[src/rtl/clkgen_pkg.sv]
package clkgen_pkg;
    localparam int ADDR_W  = 4;
    localparam int DATA_W  = 8;
    localparam int FIELD_W = DATA_W / 2;

    localparam logic [ADDR_W-1:0] A_P1_DIV = ADDR_W'(7);
    localparam logic [ADDR_W-1:0] A_P1_MUL = ADDR_W'(8);
    localparam logic [ADDR_W-1:0] A_P2     = ADDR_W'(9);
    localparam logic [ADDR_W-1:0] A_MODE   = ADDR_W'(10);
    localparam logic [ADDR_W-1:0] A_ERRCLR = ADDR_W'(11);

    typedef enum logic {S1_IDLE, S1_ARMED} s1_state_t;
    typedef enum logic {T_IDLE, T_COUNT} tmr_state_t;
endpackage

[src/rtl/stage1_seq.sv]
module stage1_seq
    import clkgen_pkg::*;
(
    input  logic              clk,
    input  logic              rst,
    input  logic              wr_en,
    input  logic [ADDR_W-1:0] wr_addr,
    input  logic [DATA_W-1:0] wr_data,
    output logic [DATA_W-1:0] div_q,
    output logic [DATA_W-1:0] mul_q,
    output logic              commit
);
    s1_state_t         state, nxt;
    logic [DATA_W-1:0] div_stage;
    logic              stage_ld;
    logic              hit_div, hit_mul;

    assign hit_div = wr_en && (wr_addr == A_P1_DIV);
    assign hit_mul = wr_en && (wr_addr == A_P1_MUL);

    // state register
    always_ff @(posedge clk) begin
        if (rst) state <= S1_IDLE;
        else     state <= nxt;
    end

    // transitions
    always_comb begin
        nxt = state;
        unique case (state)
            S1_IDLE:  if (hit_div) nxt = S1_ARMED;
            S1_ARMED: if (wr_en)   nxt = hit_div ? S1_ARMED : S1_IDLE;
            default:  nxt = S1_IDLE;
        endcase
    end

    // outputs of the sequencer
    always_comb begin
        stage_ld = 1'b0;
        commit   = 1'b0;
        unique case (state)
            S1_IDLE:  stage_ld = hit_div;
            S1_ARMED: begin
                stage_ld = hit_div;
                commit   = hit_mul;
            end
            default: ;
        endcase
    end

    always_ff @(posedge clk) begin
        if (rst) begin
            div_stage <= '0;
            div_q     <= '0;
            mul_q     <= '0;
        end else begin
            if (stage_ld) div_stage <= wr_data;
            if (commit) begin
                div_q <= div_stage;
                mul_q <= wr_data;
            end
        end
    end

    AST_S1_COMMIT_ARMED: assert property (@(posedge clk) disable iff (rst)
        commit |-> ($past(hit_div) || state == S1_ARMED)) else $error("order");
    AST_S1_DISCARD: assert property (@(posedge clk) disable iff (rst)
        (wr_en && !hit_div && !hit_mul) |=> state == S1_IDLE) else $error("discard");
endmodule

[src/rtl/stage2_commit.sv]
module stage2_commit
    import clkgen_pkg::*;
(
    input  logic               clk,
    input  logic               rst,
    input  logic               wr_en,
    input  logic [ADDR_W-1:0]  wr_addr,
    input  logic [DATA_W-1:0]  wr_data,
    output logic [FIELD_W-1:0] div_q,
    output logic [FIELD_W-1:0] mul_q,
    output logic               mode_q,
    output logic               scale_q,
    output logic               err_q,
    output logic               commit,
    output logic               commit_mode
);
    logic mode_shadow;
    logic hit_p2, hit_mode, hit_clr;
    logic byte_zero;

    assign hit_p2      = wr_en && (wr_addr == A_P2);
    assign hit_mode    = wr_en && (wr_addr == A_MODE);
    assign hit_clr     = wr_en && (wr_addr == A_ERRCLR);
    assign byte_zero   = (wr_data == '0);
    assign commit      = hit_p2;
    assign commit_mode = mode_shadow;

    always_ff @(posedge clk) begin
        if (rst) begin
            mode_shadow <= 1'b0;
            div_q       <= '0;
            mul_q       <= '0;
            mode_q      <= 1'b0;
            scale_q     <= 1'b0;
            err_q       <= 1'b0;
        end else begin
            if (hit_mode) mode_shadow <= wr_data[0];
            if (hit_p2) begin
                div_q   <= wr_data[DATA_W-1:FIELD_W];
                mul_q   <= wr_data[FIELD_W-1:0];
                mode_q  <= mode_shadow;
                scale_q <= mode_shadow && !byte_zero;
                if (mode_shadow && byte_zero) err_q <= 1'b1;
            end else if (hit_clr && wr_data[0]) begin
                err_q <= 1'b0;
            end
        end
    end

    AST_ERR_STICKY: assert property (@(posedge clk) disable iff (rst)
        (err_q && !hit_clr) |=> err_q) else $error("sticky");
    AST_SCALE_MODE: assert property (@(posedge clk) disable iff (rst)
        scale_q |-> mode_q) else $error("scale");
endmodule

[src/rtl/settle_timer.sv]
module settle_timer
    import clkgen_pkg::*;
#(
    parameter int CNT_W = 16
) (
    input  logic             clk,
    input  logic             rst,
    input  logic             load,
    input  logic [CNT_W-1:0] load_val,
    input  logic             tick,
    output logic             busy
);
    localparam logic [CNT_W-1:0] ONE = CNT_W'(1);

    tmr_state_t       state, nxt;
    logic [CNT_W-1:0] cnt;

    always_ff @(posedge clk) begin
        if (rst) state <= T_IDLE;
        else     state <= nxt;
    end

    always_comb begin
        nxt = state;
        unique case (state)
            T_IDLE:  if (load && load_val != '0) nxt = T_COUNT;
            T_COUNT: begin
                if (load)                   nxt = (load_val != '0) ? T_COUNT : T_IDLE;
                else if (tick && cnt == ONE) nxt = T_IDLE;
            end
            default: nxt = T_IDLE;
        endcase
    end

    always_ff @(posedge clk) begin
        if (rst)                               cnt <= '0;
        else if (load)                         cnt <= load_val;
        else if (state == T_COUNT && tick)     cnt <= cnt - ONE;
    end

    always_comb busy = (state == T_COUNT);

    AST_LOAD_BUSY: assert property (@(posedge clk) disable iff (rst)
        (load && load_val != '0) |=> busy) else $error("load");
    AST_BUSY_SRC: assert property (@(posedge clk) disable iff (rst)
        $rose(busy) |-> $past(load)) else $error("src");
    AST_HOLD_NO_TICK: assert property (@(posedge clk) disable iff (rst)
        (busy && !tick && !load) |=> busy) else $error("hold");
endmodule

[src/rtl/clkgen_ratio_regs.sv]
module clkgen_ratio_regs
    import clkgen_pkg::*;
#(
    parameter int CNT_W          = 16,
    parameter int LOCK1_TICKS    = 1000,
    parameter int LOCK2_M0_TICKS = 500,
    parameter int LOCK2_M1_TICKS = 1000
) (
    input  logic               clk,
    input  logic               rst,
    input  logic               wr_en,
    input  logic [ADDR_W-1:0]  wr_addr,
    input  logic [DATA_W-1:0]  wr_data,
    input  logic               ref_tick,
    output logic [DATA_W:0]    pll1_div,
    output logic [DATA_W:0]    pll1_mul,
    output logic [FIELD_W:0]   pll2_div,
    output logic [FIELD_W:0]   pll2_mul,
    output logic               mode_active,
    output logic               scale_en,
    output logic               cfg_err,
    output logic               pll1_busy,
    output logic               pll2_busy
);
    localparam logic [CNT_W-1:0] L1    = CNT_W'(LOCK1_TICKS);
    localparam logic [CNT_W-1:0] L2_M0 = CNT_W'(LOCK2_M0_TICKS);
    localparam logic [CNT_W-1:0] L2_M1 = CNT_W'(LOCK2_M1_TICKS);

    logic [DATA_W-1:0]  n1, m1;
    logic [FIELD_W-1:0] n2, m2;
    logic               c1, c2, c2_mode;
    logic [CNT_W-1:0]   l2_val;

    stage1_seq u_s1 (
        .clk(clk), .rst(rst), .wr_en(wr_en), .wr_addr(wr_addr), .wr_data(wr_data),
        .div_q(n1), .mul_q(m1), .commit(c1)
    );

    stage2_commit u_s2 (
        .clk(clk), .rst(rst), .wr_en(wr_en), .wr_addr(wr_addr), .wr_data(wr_data),
        .div_q(n2), .mul_q(m2), .mode_q(mode_active), .scale_q(scale_en),
        .err_q(cfg_err), .commit(c2), .commit_mode(c2_mode)
    );

    assign l2_val = c2_mode ? L2_M1 : L2_M0;

    settle_timer #(.CNT_W(CNT_W)) u_t1 (
        .clk(clk), .rst(rst), .load(c1), .load_val(L1), .tick(ref_tick), .busy(pll1_busy)
    );

    settle_timer #(.CNT_W(CNT_W)) u_t2 (
        .clk(clk), .rst(rst), .load(c2), .load_val(l2_val), .tick(ref_tick), .busy(pll2_busy)
    );

    always_comb begin
        pll1_div = {1'b0, n1} + (DATA_W+1)'(1);
        pll1_mul = {1'b0, m1} + (DATA_W+1)'(1);
        pll2_div = {1'b0, n2} + (FIELD_W+1)'(1);
        pll2_mul = {1'b0, m2} + (FIELD_W+1)'(1);
    end

    AST_P1_ONLY_ON_MUL: assert property (@(posedge clk) disable iff (rst)
        (!$stable(pll1_div) || !$stable(pll1_mul)) |-> $past(wr_en && wr_addr == A_P1_MUL))
        else $error("p1");
    AST_MODE_HELD: assert property (@(posedge clk) disable iff (rst)
        !$stable(mode_active) |-> $past(wr_en && wr_addr == A_P2)) else $error("mode");
    AST_ERR_RISE: assert property (@(posedge clk) disable iff (rst)
        $rose(cfg_err) |-> $past(wr_en && wr_addr == A_P2)) else $error("err");
endmodule

[config.mk]
export PLATFORM = sky130hd
export DESIGN_NAME = clkgen_ratio_regs
export DESIGN_NICKNAME = d
export VERILOG_FILES = /design/src/rtl/clkgen_pkg.sv /design/src/rtl/stage1_seq.sv /design/src/rtl/stage2_commit.sv /design/src/rtl/settle_timer.sv /design/src/rtl/clkgen_ratio_regs.sv
export SDC_FILE = /design/constraint.sdc
export NUM_CORES = 1
export LEC_CHECK = 0
export BUFFER_PORTS_ARGS = -buffer_cell sky130_fd_sc_hd__buf_2
export CAP_MARGIN = 20
export CORE_UTILIZATION = 35
export CTS_CLUSTER_DIAMETER = 200
export CTS_CLUSTER_SIZE = 24
export DETAILED_ROUTE_END_ITERATION = 10
export GPL_ROUTABILITY_DRIVEN = 0
export PLACE_DENSITY_LB_ADDON = 0.08
export SYNTH_ARGS = -nofsm -noshare
export SYNTH_HDL_FRONTEND = slang
export SYNTH_SLANG_ARGS = --single-unit
[constraint.sdc]
create_clock -name clk -period 3.4 [get_ports clk]
set_input_delay 0.68 -clock clk [delete_from_list [all_inputs] [get_ports clk]]
set_output_delay 0.68 -clock clk [all_outputs]
set_load 0.05 [all_outputs]
==> results of run 1 <==
==> cell usage after synthesis (all sizes together) <==
library cell | count | area share
mux2i | 9 | 0.027
a31o | 1 | 0.0027
nand2 | 68 | 0.078
inv | 14 | 0.016
a211oi | 2 | 0.0046
and4bb | 2 | 0.0076
or3b | 1 | 0.0027
ha | 8 | 0.031
a311oi | 2 | 0.0053
nor4b | 1 | 0.0027
nand3b | 3 | 0.0069
buf | 2 | 0.0031
nor2b | 1 | 0.0019
clkbuf | 15 | 0.017
a31oi | 2 | 0.0038
or4 | 7 | 0.016
o31ai | 4 | 0.0092
nor2 | 26 | 0.030
nor3 | 4 | 0.0061
or3 | 5 | 0.0099
nand4bb | 1 | 0.0034
and3 | 7 | 0.013
nor4bb | 1 | 0.0031
xor2 | 20 | 0.053
or2 | 1 | 0.0019
nor3b | 1 | 0.0023
o21ai | 9 | 0.014
nand4b | 5 | 0.013
xnor2 | 15 | 0.040
nor4 | 8 | 0.026
a21oi | 49 | 0.075
nand4 | 4 | 0.0076
a2111oi | 1 | 0.0027
nand3 | 16 | 0.024
nand2b | 1 | 0.0019
a41o | 1 | 0.0031
dfxtp | 71 | 0.43
==> flip-flops by register name, summed over array words and instances (netlist names), named ones only <==
signal / count
u_t1.cnt: 16
u_t2.cnt: 16
u_s1.div_q: 8
u_s1.div_stage: 8
u_s1.mul_q: 8
u_s2.div_q: 4
u_s2.mul_q: 4
u_s2.commit_mode: 1
u_s2.err_q: 1
u_s2.mode_q: 1
u_s2.scale_q: 1
u_t1.busy: 1
u_t2.busy: 1
==> report_power, final <==
part	internal (mW)	switching [mW]
combinational	0.0270	0.0553
clock	0.453	0.294
sequential	0.839	0.00789
total	1.32	0.357
==> critical path: cells and delay by family, from the launching register on <==
kind,cells,cell delay (ps)
buffers and inverters,1,280
DFF,1,410
xor gates and xnor gates,1,170
and+or+nand+nor,2,290
adders and majority gates,1,210
==> worst paths after layout <==
check	to	slack, ps	cells past startpoint	from
worst max-delay path	pll1_mul[6]	1010	5	u_s1.mul_q[0]$_SDFFE_PP0P_
worst min-delay path	u_s1.div_q[0]$_SDFFE_PP0P_	450	2	u_s1.div_stage[0]$_SDFFE_PP0P_
worst max register to register	u_t2.cnt[15]$_SDFFE_PP0P_	1540	4	u_t2.cnt[9]$_SDFFE_PP0P_
worst min register to register	u_s1.div_q[0]$_SDFFE_PP0P_	450	2	u_s1.div_stage[0]$_SDFFE_PP0P_
==> per-layer routing <==
metal	global-route usage	vias up
met2	0.2491	63
met1	0.2251	1310
met5	0	-
met4	0.05511	0
met3	0.03546	5
li1	-	1446
==> kinds of logic (layout without fill, tap and decap cells) <==
| logic type | Yosys count | count (layout) | synth area share |
|---|---|---|---|
| flops | 71 | 71 | 0.4334 |
| xor+xnor | 35 | 35 | 0.09348 |
| mux | 9 | 9 | 0.02747 |
| fa+ha+maj | 8 | 8 | 0.03052 |
| compound gates | 71 | 71 | 0.1198 |
| simple gates | 163 | 163 | 0.2591 |
| buf+inv | 31 | 82 | 0.03624 |
==> final cells by class <==
cell class	count	area, um2
inverter	14	52.55
clock inverter	3	65.06
timing repair buffer	52	270.3
fill	913	5049
multi-input combinational	286	1739
tap	108	135.1
clock buffer	13	158.9
sequential	71	1421
==> stage by stage <==
step           hold WS (ps)  std cells  utilization
2_1_floorplan         431.5        388            -
3_3_place_gp          442.5        531       0.4070
3_5_place_dp          441.4        531       0.4070
4_1_cts               455.2        547       0.4322
5_1_grt               475.8        547       0.4322
6_report              454.9        547       0.4322
==> metrics.txt, run 1 <==
outcome completed; WL met1 about 3700 um; Final Hold Viols 0; Final ANT Viol Nets 0; Syn Area/Cell between 8 and 9 um2; vias in the first global route 2,567; Sink Count 71; worst slack, placed between 900 and 1000 ps; final setup skew 8.599 ps; Rows 34; Mapped Area 3279 um2; Ports around 50; layout cells sized above 1 0.1663; # port buffers 48; post-DR wirelength/cell approximately 13 um; Placed Instance Area ~3600 um2; vias per std cell slightly above 5; worst path required time roughly 2700 ps; Initial Util 0.3688; Via Count about 2,800; die footprint 9760 um2; final net count about 460; final setup margin 1012 ps; syn_nets between 400 and 500; Setup CP Type flop to output port; largest net degree at the start of global routing 54; most common library cell in the layout ignoring fill and taps dfxtp_1; post-CTS setup buffers 0; hpwl dp 5299 um; max cap viols 0; clk root buf clkbuf_8; worst-margin pin slew 574.9 ps; Pleak roughly 1.6 nW; Worst setup SP type flop; crit-path cells ha_1 > nand3_1 > nor2_1 > xor2_1 > buf_2; Relative slew margins 0.6115; chip height slightly below 100 um; Longest Clk Path Bufs 2; sequential-to-total area share from yosys stat 0.4334; Fin Setup TNS 0 ps; TritonCTS clock tree built; Slew Viols, Final 0; period utilization 0.7024; post_cts resized 0; cts bufs inserted 9; CP peak stage delay a little over 400 ps; top sig layer met4; clock latency at the later pin of the worst-skew pair ~330 ps; worst min path class flop to flop; initial drt markers approximately 110; grt ovf 0; most frequent cells in the layout dfxtp_1, nand2_1, a21oi_1, buf_2, nor2_1; clock slew at reported path FFs around 70 ps; minimum clock period about 2400 ps; crit-path max FO 5; initial antenna violation count 0; htree depth 3; All-Layer GR Usage 0.1623; DRC Markers 0; Tot Pwr 1.677 mW; highest-delay cell along the critical path dfxtp_1; YS warnings 0; Arr. time, crit path 1710 ps; core area 8891 um2; maximum vdd drop 0.2524 mV; Met3 Wirelength 316 um; library cells used by synthesis between 40 and 50; first-pass GRT wire length 12,690 um; Chip Width between 90 and 100 um; hold buffers post-CTS 0; Seq cells post-synth between 70 and 80; TritonRoute pass-1 iters 4; Gate Count Post-Synth 388; final wirelength roughly 7300 um; RSZ-0062 raised after global routing false; FMAX between 400 and 500 MHz; CP endpoint kind output port; Setup-failing EPs final 0; Cell Pwr Density approximately 440 nW/um2; cell area after layout 3842 um2; met2 WL 3208 um; P&R area growth vs syn 17.17%; n_diodes 0
(Power assumes the default switching activity.)
==> inputs of run 2 (changes only) <==
- clock period: 3.4 -> 2.4 ns (I/O delays scaled with it)
==> run 2 against run 1 <==
Effect of this change:
- clock-buffer cell count shrank 2
- non-clock buffer count grew 4
- sequential power grew 42%
- register-to-register slack lost 1000 ps
- clock power grew 73%
- sequential cell count is the same
- power grew 56%
- first-iteration DRC count shrank 18%
- wire length grew 2.3%
- critical endpoint unchanged
- largest cell class unchanged
==> metrics.txt, run 2 (synthesized netlist as in run 1, its figures left out) <==
period utilization 0.9123; final setup skew 10.54 ps (was 8.599 ps); Worst setup SP type flop (unchanged); core area 8891 um2 (unchanged); Fin Setup TNS 0 ps (unchanged); R2R setup slack 530 ps (was 1540 ps); grt ovf 0 (unchanged); Hold Path Depth 3 (was 2); maximum vdd drop 0.3081 mV (was 0.2524 mV); first-pass GRT wire length 12,570 um (was 12,690 um); vias in the first global route 2,597 (was 2,567); crit-path max FO 5 (unchanged); P_int 2.055 mW (was 1.319 mW); Cell Pwr Density 666.5 nW/um2 (was 436.3 nW/um2); Ports 49 (unchanged); RSZ-0062 raised after global routing false (unchanged); Initial Util 0.3688 (unchanged); Pleak 1.591 nW (was 1.553 nW); initial drt markers 94 (was 114); end of the critical path pll1_mul[6] (unchanged); post-CTS setup buffers 0 (unchanged); All-Layer GR Usage 0.1624 (was 0.1623); n_diodes 0 (unchanged); switch share 0.2133 (was 0.2131); Final ANT Viol Nets 0 (unchanged); fillcell total 923 (was 913); vias per std cell 5.103 (was 5.163); crit-path cells ha_1 > nand3_1 > nor2_1 > xor2_1 > buf_2 (unchanged); P&R area growth vs syn 19.50% (was 17.17%); clock slew at reported path FFs 80 ps (was 70 ps); die footprint 9760 um2 (unchanged); clock latency at the later pin of the worst-skew pair 350 ps (was 330 ps); Arr. time, crit path 1710 ps (about the same); TritonCTS clock tree built (unchanged); chip height 98.80 um (unchanged); Setup CP Type flop to output port (unchanged); Logic pwr share 0.046 (was 0.049); outcome completed (unchanged); CP startpoint u_s1.mul_q[0]$_SDFFE_PP0P_ (unchanged); most frequent cells in the layout dfxtp_1, nand2_1, a21oi_1, buf_2, nor2_1 (unchanged); CP endpoint kind output port (unchanged); hold buffers post-CTS 0 (unchanged); max cap viols 0 (unchanged); post-DR wirelength/cell 13.54 um (was 13.33 um); post_cts resized 0 (unchanged); final net count 462 (was 458); Longest Clk Path Bufs 2 (unchanged); cts bufs inserted 9 (unchanged); Chip Width 98.80 um (unchanged); Sequential Power Share 0.459 (was 0.505); clock share of power 0.495 (was 0.446); Sink Count 71 (unchanged); Hold WS 416.1 ps (was 454.9 ps); Relative slew margins 0.5367 (was 0.6115); TritonRoute pass-1 iters 4 (unchanged); FMAX 456.7 MHz; clk root buf clkbuf_8 (unchanged); Via Count 2,812 (was 2,824); worst min path class input port to flop (was flop to flop); Sw Pwr 0.5571 mW (was 0.3573 mW); Worst R2R Start u_t2.cnt[9]$_SDFFE_PP0P_ (unchanged); initial antenna violation count 0 (unchanged); Setup-failing EPs final 0 (unchanged); highest-delay cell along the critical path dfxtp_1 (unchanged); minimum clock period about 2200 ps; Slew Viols, Final 0 (unchanged); largest net degree at the start of global routing 40 (was 54); worst path required time 1920 ps (was 2720 ps); DRC Markers 0 (unchanged); Largest regs u_t1.cnt (16), u_t2.cnt (16) (unchanged); htree depth 3 (unchanged); R2R cell count 4 (unchanged); Final Hold Viols 0 (unchanged); final wirelength 7463 um (was 7292 um); worst reg2reg path endpoint u_t2.cnt[15]$_SDFFE_PP0P_ (unchanged); Rows 34 (unchanged); Hold Crit Start wr_data[1] (was u_s1.div_stage[0]$_SDFFE_PP0P_); CP peak stage delay 400 ps (was 410 ps); # port buffers 48 (unchanged); most common library cell in the layout ignoring fill and taps dfxtp_1 (unchanged); post-layout util 0.4408 (was 0.4322); hpwl dp 5319 um (was 5299 um); worst-margin pin slew 689.6 ps (was 574.9 ps); layout cells sized above 1 0.1761 (was 0.1663)
[run 2: critical path, delay by kind of cell (launching register included)]
family                     cells  cell delay, ps
DFF                            1             400
and+or+nand+nor                2             300
adders and majority gates      1             210
buffers and inverters          1             280
xor gates and xnor gates       1             170
[run 2: worst min-delay path by stage]
stage	to	slack (ps)
after detailed placement	u_s2.scale_q$_SDFFE_PP0P_	440
after global placement	u_s2.scale_q$_SDFFE_PP0P_	440
after global routing	u_s2.mul_q[3]$_SDFFE_PP0P_	430
after floorplan	u_s1.div_q[7]$_SDFFE_PP0P_	430
final	u_s2.mul_q[1]$_SDFFE_PP0P_	420
after CTS	u_s2.mul_q[1]$_SDFFE_PP0P_	410
[run 2: layout make-up]
type | instances | area [um2] | share of cell area
tap | 108 | 135.1 | 0.03448
inverter | 14 | 52.55 | 0.01341
clock buffer | 11 | 141.4 | 0.03608
clock inverter | 5 | 128.9 | 0.03289
timing repair buffer | 56 | 300.3 | 0.07663
multi-input combinational | 286 | 1739 | 0.4438
sequential | 71 | 1421 | 0.3627
[run 2: power by group through the flow]
stage / logic [mW] / registers, mW / clock network (mW)
2_1_floorplan: 0.0728 / 1.23 / 0
3_3_place_gp: 0.119 / 1.23 / 0
3_5_place_dp: 0.120 / 1.23 / 0
4_1_cts: 0.121 / 1.20 / 1.32
5_1_grt: 0.134 / 1.20 / 1.38
6_report: 0.120 / 1.20 / 1.29
[run 2: layer usage]
| layer | vias to the layer above | part of all wire | track usage |
|---|---|---|---|
| met5 | - | 0 | 0 |
| met4 | 0 | 0.019 | 0.07577 |
| met3 | 14 | 0.037 | 0.02766 |
| met2 | 56 | 0.42 | 0.2415 |
| met1 | 1296 | 0.52 | 0.2285 |
| li1 | 1446 | - | - |
[run 2: through the flow]
stage,setup WS (ps),total power [mW],cells,cell area [um2]
global placement,471.6,1.346,535,3649
detailed placement,443.0,1.347,535,3649
floorplan,179.4,1.298,388,3279
CTS,172.4,2.640,551,3919
global route,51.50,2.711,551,3919
finish,210.6,2.612,551,3919
